<file path="config.mk">
export PLATFORM = sky130hd
export DESIGN_NAME = synth_ctl_rx
export DESIGN_NICKNAME = d
export VERILOG_FILES = /design/src/rtl/synth_ctl_pkg.sv /design/src/rtl/bus_line_sync.sv /design/src/rtl/byte_rx_engine.sv /design/src/rtl/synth_reg_bank.sv /design/src/rtl/synth_ctl_rx.sv
export SDC_FILE = /design/constraint.sdc
export NUM_CORES = 1
export LEC_CHECK = 0
export BUFFER_PORTS_ARGS = -buffer_cell sky130_fd_sc_hd__buf_4
export CORE_ASPECT_RATIO = 1.75
export CORE_MARGIN = 2
export CORE_UTILIZATION = 55
export DETAILED_ROUTE_END_ITERATION = 10
export HOLD_SLACK_MARGIN = 0.05
export PLACE_DENSITY = 0.84
export SLEW_MARGIN = 20
export SYNTH_ARGS = -nofsm -noshare
export SYNTH_HDL_FRONTEND = slang
export SYNTH_SLANG_ARGS = --single-unit
</file>
<file path="constraint.sdc">
create_clock -name clk_i -period 2 [get_ports clk_i]
set_clock_uncertainty 0.1 [all_clocks]
set_input_delay 0.1 -clock clk_i [delete_from_list [all_inputs] [get_ports clk_i]]
set_output_delay 0.1 -clock clk_i [all_outputs]
set_load 0.005 [all_outputs]
</file>
<file path="src/rtl/synth_ctl_pkg.sv">
package synth_ctl_pkg;
  typedef enum logic [2:0] {
    ST_IDLE,
    ST_ADDR,
    ST_ACK_ADDR,
    ST_DATA,
    ST_ACK_DATA,
    ST_SKIP
  } rx_state_e;

  localparam int unsigned BYTE_W = 8;
endpackage

</file>
<file path="src/rtl/bus_line_sync.sv">
module bus_line_sync #(
  parameter int unsigned STAGES = 2
) (
  input  logic clk_i,
  input  logic rst_ni,
  input  logic scl_i,
  input  logic sda_i,
  output logic sda_o,
  output logic scl_rise_o,
  output logic scl_fall_o,
  output logic start_o,
  output logic stop_o
);
  logic [STAGES-1:0] scl_ff, sda_ff;
  logic scl_q, sda_q, scl_s, sda_s;

  assign scl_s = scl_ff[STAGES-1];
  assign sda_s = sda_ff[STAGES-1];

  generate
    if (STAGES > 1) begin : g_chain
      always_ff @(posedge clk_i or negedge rst_ni)
        if (!rst_ni) begin
          scl_ff <= '1;
          sda_ff <= '1;
        end else begin
          scl_ff <= {scl_ff[STAGES-2:0], scl_i};
          sda_ff <= {sda_ff[STAGES-2:0], sda_i};
        end
    end else begin : g_single
      always_ff @(posedge clk_i or negedge rst_ni)
        if (!rst_ni) begin
          scl_ff <= '1;
          sda_ff <= '1;
        end else begin
          scl_ff <= scl_i;
          sda_ff <= sda_i;
        end
    end
  endgenerate

  always_ff @(posedge clk_i or negedge rst_ni)
    if (!rst_ni) begin
      scl_q <= 1'b1;
      sda_q <= 1'b1;
    end else begin
      scl_q <= scl_s;
      sda_q <= sda_s;
    end

  assign sda_o      = sda_s;
  assign scl_rise_o = scl_s & ~scl_q;
  assign scl_fall_o = ~scl_s & scl_q;
  // data edges while the clock stays high
  assign start_o    = scl_s & scl_q & sda_q & ~sda_s;
  assign stop_o     = scl_s & scl_q & ~sda_q & sda_s;
endmodule

</file>
<file path="src/rtl/byte_rx_engine.sv">
module byte_rx_engine
  import synth_ctl_pkg::*;
#(
  parameter logic [BYTE_W-1:0] ADDR_BYTE = 8'hC8
) (
  input  logic              clk_i,
  input  logic              rst_ni,
  input  logic              sda_i,
  input  logic              scl_rise_i,
  input  logic              scl_fall_i,
  input  logic              start_i,
  input  logic              stop_i,
  output logic              ack_o,
  output logic              wr_o,
  output logic [BYTE_W-1:0] byte_o
);
  localparam int unsigned CNT_W = $clog2(BYTE_W + 1);
  localparam logic [CNT_W-1:0] FULL = CNT_W'(BYTE_W);

  rx_state_e         state_q;
  logic [CNT_W-1:0]  cnt_q;
  logic [BYTE_W-1:0] sh_q;

  always_ff @(posedge clk_i or negedge rst_ni)
    if (!rst_ni) begin
      state_q <= ST_IDLE;
      cnt_q   <= '0;
      sh_q    <= '0;
      ack_o   <= 1'b0;
      wr_o    <= 1'b0;
    end else begin
      wr_o <= 1'b0;
      if (start_i) begin
        state_q <= ST_ADDR;
        cnt_q   <= '0;
        ack_o   <= 1'b0;
      end else if (stop_i) begin
        state_q <= ST_IDLE;
        ack_o   <= 1'b0;
      end else begin
        unique case (state_q)
          ST_ADDR, ST_DATA: begin
            if (scl_rise_i && cnt_q != FULL) begin
              sh_q  <= {sh_q[BYTE_W-2:0], sda_i};
              cnt_q <= cnt_q + 1'b1;
            end else if (scl_fall_i && cnt_q == FULL) begin
              if (state_q == ST_ADDR) begin
                if (sh_q == ADDR_BYTE) begin
                  ack_o   <= 1'b1;
                  state_q <= ST_ACK_ADDR;
                end else begin
                  state_q <= ST_SKIP;
                end
              end else begin
                ack_o   <= 1'b1;
                wr_o    <= 1'b1;
                state_q <= ST_ACK_DATA;
              end
            end
          end
          ST_ACK_ADDR, ST_ACK_DATA: begin
            if (scl_fall_i) begin
              ack_o   <= 1'b0;
              cnt_q   <= '0;
              state_q <= ST_DATA;
            end
          end
          default: ;
        endcase
      end
    end

  assign byte_o = sh_q;
endmodule

</file>
<file path="src/rtl/synth_reg_bank.sv">
module synth_reg_bank
  import synth_ctl_pkg::*;
#(
  parameter int unsigned DIV_W  = 12,
  parameter int unsigned TEST_W = 3
) (
  input  logic              clk_i,
  input  logic              rst_ni,
  input  logic              wr_i,
  input  logic [BYTE_W-1:0] byte_i,
  output logic [DIV_W-1:0]  div_o,
  output logic [TEST_W-1:0] test_o,
  output logic              port_o,
  output logic              valid_o
);
  localparam int unsigned HI_W = BYTE_W - 1;
  localparam int unsigned LO_W = DIV_W - HI_W - 2;

  logic [HI_W-1:0]   hi_q;
  logic [LO_W-1:0]   lo_q;
  logic [TEST_W-1:0] test_q;
  logic              port_q, got_hi_q, got_lo_q;
  logic [TEST_W-1:0] test_d;

  // byte bit 6 is the test LSB: reverse the field
  for (genvar i = 0; i < TEST_W; i++) begin : g_test
    assign test_d[i] = byte_i[BYTE_W-2-i];
  end

  always_ff @(posedge clk_i or negedge rst_ni)
    if (!rst_ni) begin
      hi_q     <= '0;
      lo_q     <= '0;
      test_q   <= '0;
      port_q   <= 1'b0;
      got_hi_q <= 1'b0;
      got_lo_q <= 1'b0;
    end else if (wr_i) begin
      if (!byte_i[BYTE_W-1]) begin
        hi_q     <= byte_i[HI_W-1:0];
        got_hi_q <= 1'b1;
      end else begin
        lo_q     <= byte_i[LO_W-1:0];
        port_q   <= byte_i[LO_W];
        test_q   <= test_d;
        got_lo_q <= 1'b1;
      end
    end

  assign div_o   = {hi_q, lo_q, 2'b01};
  assign test_o  = test_q;
  assign port_o  = port_q;
  assign valid_o = got_hi_q & got_lo_q;
endmodule

</file>
<file path="src/rtl/synth_ctl_rx.sv">
module synth_ctl_rx
  import synth_ctl_pkg::*;
#(
  parameter logic [BYTE_W-1:0] ADDR_BYTE   = 8'hC8,
  parameter int unsigned       SYNC_STAGES = 2,
  parameter int unsigned       DIV_W       = 12,
  parameter int unsigned       TEST_W      = 3
) (
  input  logic              clk_i,
  input  logic              rst_ni,
  input  logic              scl_i,
  input  logic              sda_i,
  output logic              sda_oe_o,
  output logic [DIV_W-1:0]  div_o,
  output logic [TEST_W-1:0] test_o,
  output logic              port_o,
  output logic              valid_o
);
  logic sda_s, scl_rise, scl_fall, start_p, stop_p, wr;
  logic [BYTE_W-1:0] rx_byte;

  bus_line_sync #(.STAGES(SYNC_STAGES)) u_sync (
    .clk_i, .rst_ni, .scl_i, .sda_i,
    .sda_o(sda_s), .scl_rise_o(scl_rise), .scl_fall_o(scl_fall),
    .start_o(start_p), .stop_o(stop_p)
  );

  byte_rx_engine #(.ADDR_BYTE(ADDR_BYTE)) u_eng (
    .clk_i, .rst_ni, .sda_i(sda_s), .scl_rise_i(scl_rise),
    .scl_fall_i(scl_fall), .start_i(start_p), .stop_i(stop_p),
    .ack_o(sda_oe_o), .wr_o(wr), .byte_o(rx_byte)
  );

  synth_reg_bank #(.DIV_W(DIV_W), .TEST_W(TEST_W)) u_regs (
    .clk_i, .rst_ni, .wr_i(wr), .byte_i(rx_byte),
    .div_o, .test_o, .port_o, .valid_o
  );
endmodule

</file>
* Yosys cells after proc, flatten, opt, wreduce, memory -nomap -nowiden
Index checks and enable logic that the tools add are counted.
** Storage, ports and cells
- Bits in registers :: 39
- Bits of input ports :: 4
- Output and inout bits :: 18
- Logic and storage cells :: 84
** Cells by class
- Add/subtract/negate cells :: 1
- Equal/unequal tests :: 14
- Mux-type cells :: 27
- Bitwise logic cells :: 15
- Reductions and logical operators :: 12
** Operator list (number)
- $mux 3 :: 7
- $mux 4 :: 4
- $mux 1 :: 13
- $reduce_and 4->1 :: 3
- $and 1x1->1 :: 8
- $eq 8x8->1 const B :: 1
- $ne 4x3->1 const B :: 2
- $ne 4x4->1 const B :: 2
- $pmux 4 s2 :: 1
- $not 1->1 :: 7
- $eq 3x2->1 const B :: 2
- $ne 3x2->1 const B :: 2
- $pmux 3 s2 :: 1
- $ne 5x5->1 const B :: 1
- $reduce_and 5->1 :: 1
- $add 4x1->4 const B :: 1
- $eq 4x4->1 const B :: 1
- $reduce_and 2->1 :: 2
- $reduce_bool 4->1 :: 1
- $reduce_or 2->1 :: 2
- $eq 3x1->1 const B :: 1
- $eq 3x3->1 const B :: 1
- $reduce_bool 3->1 :: 1
- $logic_and 1x1->1 :: 2
- other kinds (2) :: 2

* Logic depth before layout (Yosys ltp)
- Depth after elaboration :: 8
- Mapped depth :: 6
- Depth with buffers taken out :: 6

* Hierarchy
A second synthesis with hierarchy kept.
** Unflattened totals
- Cells, all modules :: 135
- Area, all modules :: 1766.7 um2
** Modules (own cells, without submodules)
- byte_rx_engine :: instances 1, cells an instance 85, area each 919.6 um2, sequential area each 425.4 um2
- synth_reg_bank :: instances 1, cells an instance 40, area each 656.9 um2, sequential area each 400.4 um2
- bus_line_sync :: instances 1, cells an instance 10, area each 190.2 um2, sequential area each 157.7 um2

* Worst setup path after synthesis
OpenSTA, ideal clock, no wires.
- Kind :: reg-to-reg
- Start :: register u_eng.cnt_q[0]
- End :: register u_eng.sh_q[0], in the netlist u_eng.byte_o[0]
- Library setup time :: 0.125 ns
- Arrival time :: 1.337 ns
- Data required time :: 1.775 ns
- Setup slack :: 0.438 ns
- Stages on the path, launching flop included :: 6
- Buffers on the path :: 0
- Period minus slack after synthesis :: 1.562 ns
- Cells stage by stage :: dfrtp_1 -> inv_1 -> ha_1 -> nand3b_1 -> nand4b_2 -> mux2_2
** Between the ends
- Cells in the longest elaborated chain, start to end :: 3
** Ends and longest elaborated chain
- start: declaration :: line byte_rx_engine.sv:21 : logic [CNT_W-1:0] cnt_q;
- start signal: assignment :: line byte_rx_engine.sv:45 : cnt_q <= cnt_q + 1'b1;
- $ne 4x4->1 :: line byte_rx_engine.sv:43 : if (scl_rise_i && cnt_q != FULL) begin
- $logic_and 1x1->1 :: line byte_rx_engine.sv:43
- $reduce_and 4->1 (no source line)
- end signal: assignment :: line byte_rx_engine.sv:44 : sh_q <= {sh_q[BYTE_W-2:0], sda_i};
- end: declaration :: line byte_rx_engine.sv:22 : logic [BYTE_W-1:0] sh_q;
No other way between the ends.
A chain may end at the register's enable or synchronous reset.

* Worst setup path in the final report
- Start :: register u_eng.cnt_q[0]
- End :: register u_eng.sh_q[1], in the netlist u_eng.byte_o[1]
Same word-level chain as after synthesis.

==> results.md <==
* Outcome: finished clean
* FF/Latch Area at 983 sq um
* Setup TNS at 0 ns
* Number of buffers added on ports at 19
* Cells after synthesis at 123
* Placed insts at 166
* Drt total wl at 2.83 mm
* Power per cell area at 846 nW/um^2
* Layout Area Growth over Synthesis at 17.8%
* CP peak stage delay at 0.42 ns
* Crit share post-route at 86.7%
* # Post-CTS Setup Buffers at 0
* EDFF count, synth at 0
* Num rows at 26
* Worst Path Buf+Inv at 1
* Final Cell Area at 1960 sq um
* Fill count at 216
* H-tree level count at 2
* Worst-path clk slew at 0.08 ns
* DRT iter0 DRCs at 13
* Critical path's slowest cell: dfrtp_1
* Horiz. Die Dim at 45.6 um
* WP data required at 2.08 ns
* GPL Wtd Cong at 0.817
* Overall overflow remaining after global route at 0
* First-pass GRT wire length at 4.77 mm
* ANT nets after route at 0
* Final nets at 154
* Top FF cell, synth: dfrtp_1
* Clock Latency Late Sink at 0.30 ns
* CTS tree: built
* Final Hold Vio Count at 0
* Maximum number of pins on one net before global-route repair at 40
* # DRC at 0
* RSZ-0062 raised after global routing: false
* Worst Path Class, Setup: flop to flop
* Via count at 1074
* Maxcap violations at 0
* Mapped cell area at 1660 sq um
* Number of global-route vias before repair at 1048
* Post-place instance area at 1820 sq um
* Drt first pass iters at 4
* Final Max Slew Viols at 0
* Crit path max fanout at 10
* Clock tree buffer depth at 2
* Warnings from Yosys at 0
* Reg2Reg Setup Slack at 0.27 ns
* Post-layout min period at 1.73 ns
* DP Wirelength at 2.00 mm
* Mean Syn Cell Area at 13.5 sq um
* Most frequent cells in the layout: 33 x dfrtp_1, 23 x mux2_2, 19 x buf_4, 7 x nand2b_1, 6 x dfstp_2
* Vias/cell at 6.07
* Effective utilization at floorplan at 57.4%
* Die footprint at 3490 sq um
* Overall power at 1660 uW
* WL/cell at 16.0 um
* Fmax achieved at 0.577 GHz
* Final setup vio count at 0
* Sequential area share after synthesis at 59.2%
* Leak Pwr at 0.000977 uW
* Worst vdd ir at 759 uV
* Post-synth ARST share at 100%
* Worst Hold Class: primary input to async pin
* Worst setup EP type: flop
* Core ar. at 2900 sq um
* Most common cell after layout, fill and taps aside: dfrtp_1
* Initial antenna violation count at 0
* Syn_nets at 129
* Arrival time at the worst endpoint at 1.81 ns
* # IOs at 22
* Layout Cells excl Fill at 177
* Critical path, cell by cell: inv_1 > ha_1 > nand3b_1 > nand4b_2 > mux2_2
* Chip height at 76.7 um
* CTS sink count at 39
* Area occupied by multi-input gates at 636 sq um
* Fraction of final layout cells with drive strength greater than 1 at 39.6%
* Kind of cell adding the most delay to the critical path: simple AND/OR/NAND/NOR gates
* Num CTS Buffers at 5
* FF+latch count, synth at 39
* Root buffer cell: clkbuf_8
* Synth cell types at 38
* # diodes at 0
* Worst setup SP type: flop
* Gr usage total at 18.8%
## final timing paths
check,endpoint,cells after the start,startpoint
worst max-delay path,u_eng.byte_o[1],5,u_eng.cnt_q[0]
worst min-delay path,u_eng.wr_o,2,rst_ni
worst max register to register,u_eng.byte_o[1],5,u_eng.cnt_q[0]
worst min register to register,u_sync.sda_ff[1],0,u_sync.sda_ff[0]
max in group asynchronous,u_sync.scl_ff[0],2,rst_ni
min in group clk_i,u_sync.sda_ff[1],0,u_sync.sda_ff[0]
## per-stage QoR
step | hold WS [ns] | utilization [%] | setup WS, ns
global placement | -0.0225 | 62.7 | 0.357
detailed placement | -0.00748 | 62.7 | 0.272
global route | 0.248 | 67.6 | 0.192
floorplan | -0.296 | - | 0.438
finish | 0.195 | 67.6 | 0.266
CTS | 0.215 | 67.6 | 0.261
## area by class of cell
| cell class | instances | share of cell area, % |
|---|---|---|
| inverter | 5 | 0.958 |
| clock buffer | 5 | 3.51 |
| timing repair buffer | 22 | 8.82 |
| clock inverter | 3 | 2.24 |
| multi-input combinational | 75 | 32.5 |
| sequential | 39 | 50.2 |
| tap | 28 | 1.79 |
## Yosys cell counts (all sizes together), types with 3 or more instances
library cell,n,share of area [%]
dfrtp,33,50
inv,5,1.1
a22o,3,1.6
buf,3,1.2
mux2,23,16
dfstp,6,9.5
nand2b,7,2.6
o21ai,4,1.2
nor2,3,0.68
xnor2,3,1.6
## layer usage
metal	track usage [%]	vias up	routed length, um
met1	21.2	556	1120
met2	30.4	27	1540
li1	-	483	-
met3	5.41	8	100
met4	10.0	0	70
met5	0	-	0
## power by group
part	internal (uW)	leakage [uW]	switching [uW]
combinational	60.8	0.000398	54.6
sequential	836	0.000521	60.9
clock	371	0.0000581	274
## cells by family (layout without fill, tap and decap cells)
logic type / Yosys count / count (layout) / share of synthesized area [%]
other: 2 / 2 / 0.452
buffers and inverters: 9 / 35 / 2.56
AOI/OAI and AO/OA: 19 / 19 / 8.43
xor gates and xnor gates: 3 / 3 / 1.58
adders and majority gates: 2 / 2 / 1.51
and+or+nand+nor: 26 / 26 / 10.7
DFF: 39 / 39 / 59.2
muxes: 23 / 23 / 15.6
## flip-flops by register name (all words and copies together) (netlist names), 2 cells and up
name           count
u_sync.scl_ff      2
u_regs.hi_q        7
u_sync.sda_ff      2
u_regs.lo_q        3
u_regs.test_o      3
u_eng.state_q      3
u_eng.cnt_q        4
u_eng.byte_o       8
## what timing repair did
item	4_1_cts	5_1_grt
resized for setup	0	0
hold buffers	3	0
endpoints found under the hold margin	41	0
Note: power is estimated with default switching activity, not from simulation.
